<file path="src/rtl/cap_rb_pkg.sv">
package cap_rb_pkg;
  typedef enum logic [1:0] {
    RB_IDLE  = 2'd0,
    RB_ISSUE = 2'd1,
    RB_WAIT  = 2'd2
  } rb_state_e;

  localparam int unsigned RB_WORD_BITS = 32;
  localparam int unsigned RB_LANE_W    = 5;
endpackage

</file>
<file path="src/rtl/rb_region_map.sv">
module rb_region_map #(
  parameter int unsigned ADDR_W     = 32,
  parameter logic [31:0] HEAP_BASE  = 32'h8000_0000,
  parameter logic [31:0] MAP_BASE   = 32'h1000_0000,
  parameter int unsigned MAP_WORDS  = 1024,
  parameter int unsigned GRAN_BYTES = 8
) (
  input  logic [ADDR_W-1:0] base,
  output logic              in_map,
  output logic [ADDR_W-1:0] word_addr,
  output logic [4:0]        lane
);
  localparam int unsigned GRAN_SH = $clog2(GRAN_BYTES);
  localparam logic [ADDR_W-1:0] HEAP_B   = ADDR_W'(HEAP_BASE);
  localparam logic [ADDR_W-1:0] MAP_B    = ADDR_W'(MAP_BASE);
  localparam logic [ADDR_W-1:0] MAP_BITS = ADDR_W'(MAP_WORDS * 32);

  logic [ADDR_W-1:0] offset;
  logic [ADDR_W-1:0] bit_idx;
  logic [ADDR_W-1:0] word_off;

  always_comb begin
    offset    = base - HEAP_B;
    bit_idx   = offset >> GRAN_SH;
    word_off  = (bit_idx >> 5) << 2;
    in_map    = (base >= HEAP_B) && (bit_idx < MAP_BITS);
    word_addr = MAP_B + word_off;
    lane      = bit_idx[4:0];
  end
endmodule

</file>
<file path="src/rtl/rb_lane_pick.sv">
module rb_lane_pick #(
  parameter int unsigned WORD_BITS = 32,
  parameter int unsigned LANE_W    = 5
) (
  input  logic [WORD_BITS-1:0] word,
  input  logic [LANE_W-1:0]    lane,
  output logic                 bit_set
);
  logic [WORD_BITS-1:0] hit;

  for (genvar g = 0; g < WORD_BITS; g++) begin : g_lane
    assign hit[g] = word[g] && (lane == LANE_W'(g));
  end

  assign bit_set = |hit;
endmodule

</file>
<file path="src/rtl/cap_revoke_barrier.sv">
module cap_revoke_barrier
  import cap_rb_pkg::*;
#(
  parameter int unsigned ADDR_W     = 32,
  parameter logic [31:0] HEAP_BASE  = 32'h8000_0000,
  parameter logic [31:0] MAP_BASE   = 32'h1000_0000,
  parameter int unsigned MAP_WORDS  = 1024,
  parameter int unsigned GRAN_BYTES = 8
) (
  input  logic              clk,
  input  logic              rst_n,
  input  logic              tsafe_en,
  input  logic              compat_mode,
  input  logic              req_valid,
  output logic              req_ready,
  input  logic [ADDR_W-1:0] req_base,
  input  logic              req_tag,
  output logic              res_valid,
  output logic              res_tag,
  output logic              mem_req_valid,
  input  logic              mem_req_ready,
  output logic [ADDR_W-1:0] mem_req_addr,
  input  logic              mem_rsp_valid,
  input  logic [31:0]       mem_rsp_data
);
  rb_state_e         state_q;
  logic              res_valid_q;
  logic              res_tag_q;
  logic [4:0]        lane_q;
  logic [ADDR_W-1:0] addr_q;

  logic              in_map;
  logic [ADDR_W-1:0] word_addr;
  logic [4:0]        lane;
  logic              need_check;
  logic              revoked;

  rb_region_map #(
    .ADDR_W    (ADDR_W),
    .HEAP_BASE (HEAP_BASE),
    .MAP_BASE  (MAP_BASE),
    .MAP_WORDS (MAP_WORDS),
    .GRAN_BYTES(GRAN_BYTES)
  ) u_map (
    .base     (req_base),
    .in_map   (in_map),
    .word_addr(word_addr),
    .lane     (lane)
  );

  rb_lane_pick #(
    .WORD_BITS(RB_WORD_BITS),
    .LANE_W   (RB_LANE_W)
  ) u_pick (
    .word   (mem_rsp_data),
    .lane   (lane_q),
    .bit_set(revoked)
  );

  assign need_check = tsafe_en && !compat_mode && req_tag && in_map;

  always_ff @(posedge clk) begin
    if (!rst_n) begin
      state_q     <= RB_IDLE;
      res_valid_q <= 1'b0;
      res_tag_q   <= 1'b0;
      lane_q      <= '0;
      addr_q      <= '0;
    end else begin
      res_valid_q <= 1'b0;
      unique case (state_q)
        RB_IDLE: begin
          if (req_valid) begin
            if (need_check) begin
              state_q <= RB_ISSUE;
              addr_q  <= word_addr;
              lane_q  <= lane;
            end else begin
              res_valid_q <= 1'b1;
              res_tag_q   <= req_tag;
            end
          end
        end
        RB_ISSUE: begin
          if (mem_req_ready) state_q <= RB_WAIT;
        end
        RB_WAIT: begin
          if (mem_rsp_valid) begin
            res_valid_q <= 1'b1;
            res_tag_q   <= !revoked;
            state_q     <= RB_IDLE;
          end
        end
        default: state_q <= RB_IDLE;
      endcase
    end
  end

  assign req_ready     = (state_q == RB_IDLE);
  assign mem_req_valid = (state_q == RB_ISSUE);
  assign mem_req_addr  = addr_q;
  assign res_valid     = res_valid_q;
  assign res_tag       = res_tag_q;
endmodule

</file>
<file path="config.mk">
export PLATFORM = sky130hd
export DESIGN_NAME = cap_revoke_barrier
export DESIGN_NICKNAME = d
export VERILOG_FILES = /design/src/rtl/cap_rb_pkg.sv /design/src/rtl/rb_region_map.sv /design/src/rtl/rb_lane_pick.sv /design/src/rtl/cap_revoke_barrier.sv
export SDC_FILE = /design/constraint.sdc
export NUM_CORES = 1
export LEC_CHECK = 0
export BUFFER_PORTS_ARGS = -buffer_cell sky130_fd_sc_hd__buf_4
export CAP_MARGIN = 20
export CELL_PAD_IN_SITES_DETAIL_PLACEMENT = 1
export CELL_PAD_IN_SITES_GLOBAL_PLACEMENT = 2
export CORE_UTILIZATION = 27
export CTS_BUF_LIST = sky130_fd_sc_hd__clkbuf_4 sky130_fd_sc_hd__clkbuf_8 sky130_fd_sc_hd__clkbuf_16
export DETAILED_ROUTE_END_ITERATION = 12
export GPL_TIMING_DRIVEN = 0
export PLACE_DENSITY_LB_ADDON = 0.1
export SETUP_SLACK_MARGIN = 0.05
export SLEW_MARGIN = 5
export SYNTH_ARGS = -nofsm -noshare
export SYNTH_HDL_FRONTEND = slang
export SYNTH_HIERARCHICAL = 1
export SYNTH_SLANG_ARGS = --single-unit
</file>
<file path="constraint.sdc">
create_clock -name clk -period 2.1 [get_ports clk]
set_input_delay 0.21 -clock clk [delete_from_list [all_inputs] [get_ports clk]]
set_output_delay 0.21 -clock clk [all_outputs]
set_load 0.01 [all_outputs]
</file>
==> metrics, run 1 <==
status=completed; Max VDD drop=0.2086 mV; Leakage=0.001478 uW; CTS tree=yes; depth of the CTS H-tree=2; Flop pwr share=50.8%; final hold violation count=0; layout cell share with drive strength beyond 1=40.73%; Total GRT Usage=13.58%; Synth cell types=42; Bufs and invs on worst path=2; arrival time worst endpoint=2.05 ns; Max Slew Vio Count=0; ANT nets after route=0; combinational power share=14.4%; Root Buffer=clkbuf_8; worst slew pin tran=0.4810 ns; Tmin final=1.877 ns; DRC=0; Synth Flop Type=dfxtp_1; Clk pin slew, worst setup/hold paths=0.08 ns; total inserted antenna cells=0; DP Cell Count=484; FF+latch count, synth=41; Int Power=1181 uW; clk_lat worst skew=0.29 ns; Vias/cell=4.352; GP Congestion=0.6849; Worst Slack Setup Final=0.2232 ns; Synth warnings=6; Worst setup EP type=register; vias in the first global route=2,243; first-pass GRT wire length=10,560 um; CTS Buffer Depth=2; ys async rst share=0%; Filler Cell Count=1,053; setup TNS=0 ns; P_sw=353.6 uW; RSZ-0062 raised after global routing=false; DP HPWL=5165 um; Final #Nets=455; Routed WL=6588 um; register area share after synthesis=32.56%; highest-delay cell along the critical path=a311o_1; Die W=98.63 um; kind of critical path=reg2reg; Initial Utilization=28.36%; post-synthesis area per instance=8.940 um2; Rel. slew slack=67.48%; CP top delay family=compound AO/OA/AOI/OAI gates; Finished Cell Area=0.003440 mm2; clock tree sinks=41; area growth from synthesis to layout=36.43%; Hold/Removal Path Class=in2reg; CP Launch Type=register; placed cell area=0.003339 mm2; DR WL/cell=13.42 um; Syn Inst Count=282; grt total ovfl=0; initial antenna violation count=0; Final Util=38.69%; final worst-path cycle share=89.37%; Rows=34; Num CTS Buffers=5; Core ar.=0.008891 mm2; worst clock skew=0.008101 ns; pin count of the biggest net entering global routing=13; most frequent CP cell=nand3b_1; IO Count=108; drt first pass iters=4; die footprint=0.009728 mm2; clock share of power=34.9%; initial drt markers=11; Setup WS pre-CTS=-0.1035 ns; CP Max Fanout=10; endpoints failing setup=0; switch share=23.04%; Power Density=446.2 mW/mm2; Post-synth EDFFs=0; Max Cap Viol=0; critical-path cell list=buf_2, clkbuf_4, nand3b_1, a311o_1, a32oi_2, nand3b_1, o211ai_1, mux2i_1; PortBufs=88; f_max=0.5328 GHz; Non-Filler Instances=491; FF-to-FF setup slack=0.22 ns; Crit path largest cell delay=0.37 ns; WP data required=2.27 ns; via count=2,137; Die Ht=98.63 um; post-CTS setup buffers=0; Post-Syn Area=0.002521 mm2
## through the flow
stage               total power, uW  hold slack, ns
floorplan                     915.2          0.3750
global route                   1621          0.1601
detailed placement             1020          0.4530
global placement               1018          0.4416
finish                         1535          0.1634
CTS                            1572          0.1497
## final timing paths
kind,start,to,cells past startpoint
hold / removal,req_base[5],lane_q[2],3
setup reg to reg,lane_q[2],res_tag,8
hold reg to reg,mem_req_addr[4],mem_req_addr[4],2
setup / recovery,lane_q[2],res_tag,8
## layout by cell type, fill, tap and decap left out, drive strengths merged, types with 2 or more instances in the layout
cell type and instances:
buf 136, nand2 79, mux2i 47, dfxtp 41
clkbuf 14, conb 8, nand3b 7, nor2 4
inv 4, a21oi 4, nor4 4, nor2b 2
nand2b 2, nor3b 2, nor4b 2, nor3 2
mux2 2, nand4b 2, a32oi 2
## metal layers
layer	track usage [%]	share of wire, %	up-vias	wire [um]
li1	-	-	1100	-
met1	16.66	46	971	3008
met2	23.46	47	64	3125
met3	4.184	6.4	2	424
met4	2.755	0.46	0	30
met5	0	0	-	0
## registers in the layout, indices dropped and copies added (netlist names)
register,cells
lane_q,5
mem_req_addr,32
res_tag,1
res_valid,1
state_q,2
## cell type report
type | count | area (um2) | area share (%)
clock buffer | 6 | 82.58 | 2.401
tap | 108 | 135.1 | 3.929
buffer | 57 | 501.7 | 14.59
multi-input combinational | 186 | 1216 | 35.36
inverter | 4 | 15.01 | 0.4365
timing repair buffer | 88 | 660.6 | 19.21
sequential | 41 | 820.8 | 23.86
clock inverter | 1 | 7.507 | 0.2183
## logic make-up after synthesis
group | Yosys count | share of synthesized area [%]
AO/OA/AOI/OAI | 16 | 5.063
buffers and inverters | 61 | 20.69
flip-flops | 41 | 32.56
multiplexers | 49 | 19.55
other | 2 | 0.2979
AND/OR/NAND/NOR | 113 | 21.84
## Yosys cell counts (3+ instances only)
library cell   n  area (um2)
nand2_1       79       296.5
mux2i_1       47       470.5
dfxtp_1       41       820.8
buf_4         36       270.3
buf_2          7       35.03
nand3b_1       7       52.55
clkbuf_8       6       82.58
a21oi_1        4       20.02
inv_1          4       15.01
nor2_1         4       15.01
buf_12         3       60.06
buf_6          3       33.78
nor4_1         3       18.77
## power by group through the flow
stage	Clock (uW)	Combinational (uW)	Sequential [uW]
2_1_floorplan	0	116	799
3_3_place_gp	0	220	798
3_5_place_dp	0	222	798
4_1_cts	568	224	780
5_1_grt	599	242	780
6_report	535	220	780
## tightest hold or removal path: stages
cell	delay (ns)
buf_4	0.11
nand2_1	0.05
mux2i_1	0.05
## timing repair
item,in CTS,in global routing
resized for setup,0,4
hold buffers,0,0
setup endpoints to repair,0,1
Note: power is estimated with default switching activity, not from simulation.
==> run 2: changes to the inputs <==
CORE_MARGIN = 2   (was not set)
==> metrics, run 2 (synthesis gave the netlist of run 1 again) <==
GP Congestion=0.7406 (+8.1%); die footprint=0.01013 mm2 (+4.1%); Power Density=485.7 mW/mm2 (+8.9%); CP Launch Type=register; final worst-path cycle share=90.16% (+0.78 points); RSZ-0062 raised after global routing=false; worst clock skew=0.004079 ns (-0.004023 ns); worst hold path depth=3 (unchanged); Die Ht=100.6 um (+2.0%); Hold Slack=0.1671 ns (+0.003717 ns); max reg flops=32 (unchanged); clk_lat worst skew=0.29 ns (about the same); commonest non-fill, non-tap cells in the layout=buf_4, nand2_1, mux2i_1, dfxtp_1, clkbuf_8; pin count of the biggest net entering global routing=13 (unchanged); Num CTS Buffers=5 (unchanged); Hold/Removal Path Class=in2reg; IO Count=108 (unchanged); PortBufs=88 (unchanged); Max Slew Vio Count=0 (unchanged); CTS Buffer Depth=2 (unchanged); via count=2,141 (+0.19%); setup TNS=0 ns (unchanged); Core ar.=0.009153 mm2 (+2.9%); Vias/cell=4.325 (-0.62%); total inserted antenna cells=0 (unchanged); initial antenna violation count=0 (unchanged); status=completed; FF-to-FF setup slack=0.21 ns (-0.02 ns); Final #Nets=455 (unchanged); Worst Slack Setup Final=0.2067 ns (-0.01641 ns); kind of critical path=reg2reg; most common cell after layout, fill and taps aside=buf_4; Worst setup EP type=register; Rows=35 (+2.9%); f_max=0.5282 GHz (-0.87%); Max VDD drop=0.2372 mV (+14%); Hold Buf Count CTS=0 (unchanged); DP HPWL=5082 um (-1.6%); endpoints failing setup=0 (unchanged); Filler Cell Count=1,107 (+5.1%); WHS Endpoint=mem_req_addr[9]; layout cell share with drive strength beyond 1=40.36% (-0.37 points); worst hold start=req_base[15]; initial drt markers=29 (+18); Total GRT Usage=13.07% (-0.52 points); grt total ovfl=0 (unchanged); ANT nets after route=0 (unchanged); Max Cap Viol=0 (unchanged); P_sw=358.5 uW (+1.4%); DRC=0 (unchanged); vias in the first global route=2,244 (+0.045%); drt first pass iters=4 (unchanged); post-CTS setup buffers=0 (unchanged); Int Power=1321 uW (+12%); Flop pwr share=46.4% (-4.4 points); R2R cell count=8 (unchanged); Die W=100.6 um (+2.0%); final hold violation count=0 (unchanged); CTS resizes=0 (unchanged); first-pass GRT wire length=10,630 um (+0.65%); switch share=21.34% (-1.7 points); DR WL/cell=13.03 um (-2.9%); Leakage=0.001496 uW (+1.2%); Root Buffer=clkbuf_8; depth of the CTS H-tree=2 (unchanged); Initial Utilization=27.55% (-0.81 points); Worst R2R Start=lane_q[2]; Reg2Reg Capture Point=res_tag; Routed WL=6452 um (-2.1%); clock share of power=40.6% (+5.7 points); clock tree sinks=41 (unchanged); WP data required=2.28 ns (about the same); Tmin final=1.893 ns (+0.01641 ns); Clk pin slew, worst setup/hold paths=0.08 ns (about the same); Final Util=37.79% (-0.90 points); arrival time worst endpoint=2.07 ns (+0.02 ns); area growth from synthesis to layout=37.17%; Setup WS pre-CTS=-0.009123 ns (+0.09438 ns); combinational power share=13.0% (-1.4 points); CTS tree=yes; CP Max Fanout=10 (unchanged)
run 2: power by group through the flow:
stage               clock network (uW)  logic (uW)  registers, uW
finish                             681         219            780
global route                       749         243            780
CTS                                713         223            780
detailed placement                   0         223            798
global placement                     0         222            798
floorplan                            0         116            799
run 2: area by class of cell:
| class | instances | area, um2 | area share [%] |
|---|---|---|---|
| inverters | 4 | 15.01 | 0.4342 |
| plain buffers | 57 | 501.7 | 14.51 |
| repair buffers | 88 | 660.6 | 19.10 |
| multi-input cells | 186 | 1201 | 34.73 |
| flip-flops and latches | 41 | 820.8 | 23.73 |
| clock inverters | 1 | 30.03 | 0.8683 |
| well taps | 111 | 138.9 | 4.016 |
| clock buffers | 7 | 90.09 | 2.605 |
run 2: per-stage QoR:
step	instance area (um2)	total power [uW]	cells
2_1_floorplan	2544	915.2	288
3_3_place_gp	3343	1020	487
3_5_place_dp	3343	1021	487
4_1_cts	3463	1717	495
5_1_grt	3458	1773	495
6_report	3458	1680	495
run 2: how the worst max path moves through the flow:
stage | to | slack (ns) | startpoint
after floorplan | res_tag | 0.47 | lane_q[0]
after global placement | lane_q[1] | -0.01 | req_base[30]
after detailed placement | lane_q[2] | -0.009 | req_base[30]
after CTS | res_tag | 0.16 | lane_q[2]
after global routing | res_tag | 0.05 | lane_q[3]
final | res_tag | 0.21 | lane_q[2]
run 2: critical path: stages, from the launching register on:
cell	delay, ns
dfxtp_1	0.34
buf_2	0.18
clkbuf_4	0.22
nand3b_1	0.09
a311o_1	0.38
a32oi_1	0.26
nand3b_1	0.11
o211ai_1	0.10
mux2i_1	0.09
run 2: routing by layer:
layer | track usage [%] | routed length (um)
met1 | 16.57 | 2924
met2 | 21.79 | 3076
met3 | 4.022 | 404
met4 | 2.845 | 46
met5 | 0 | 0
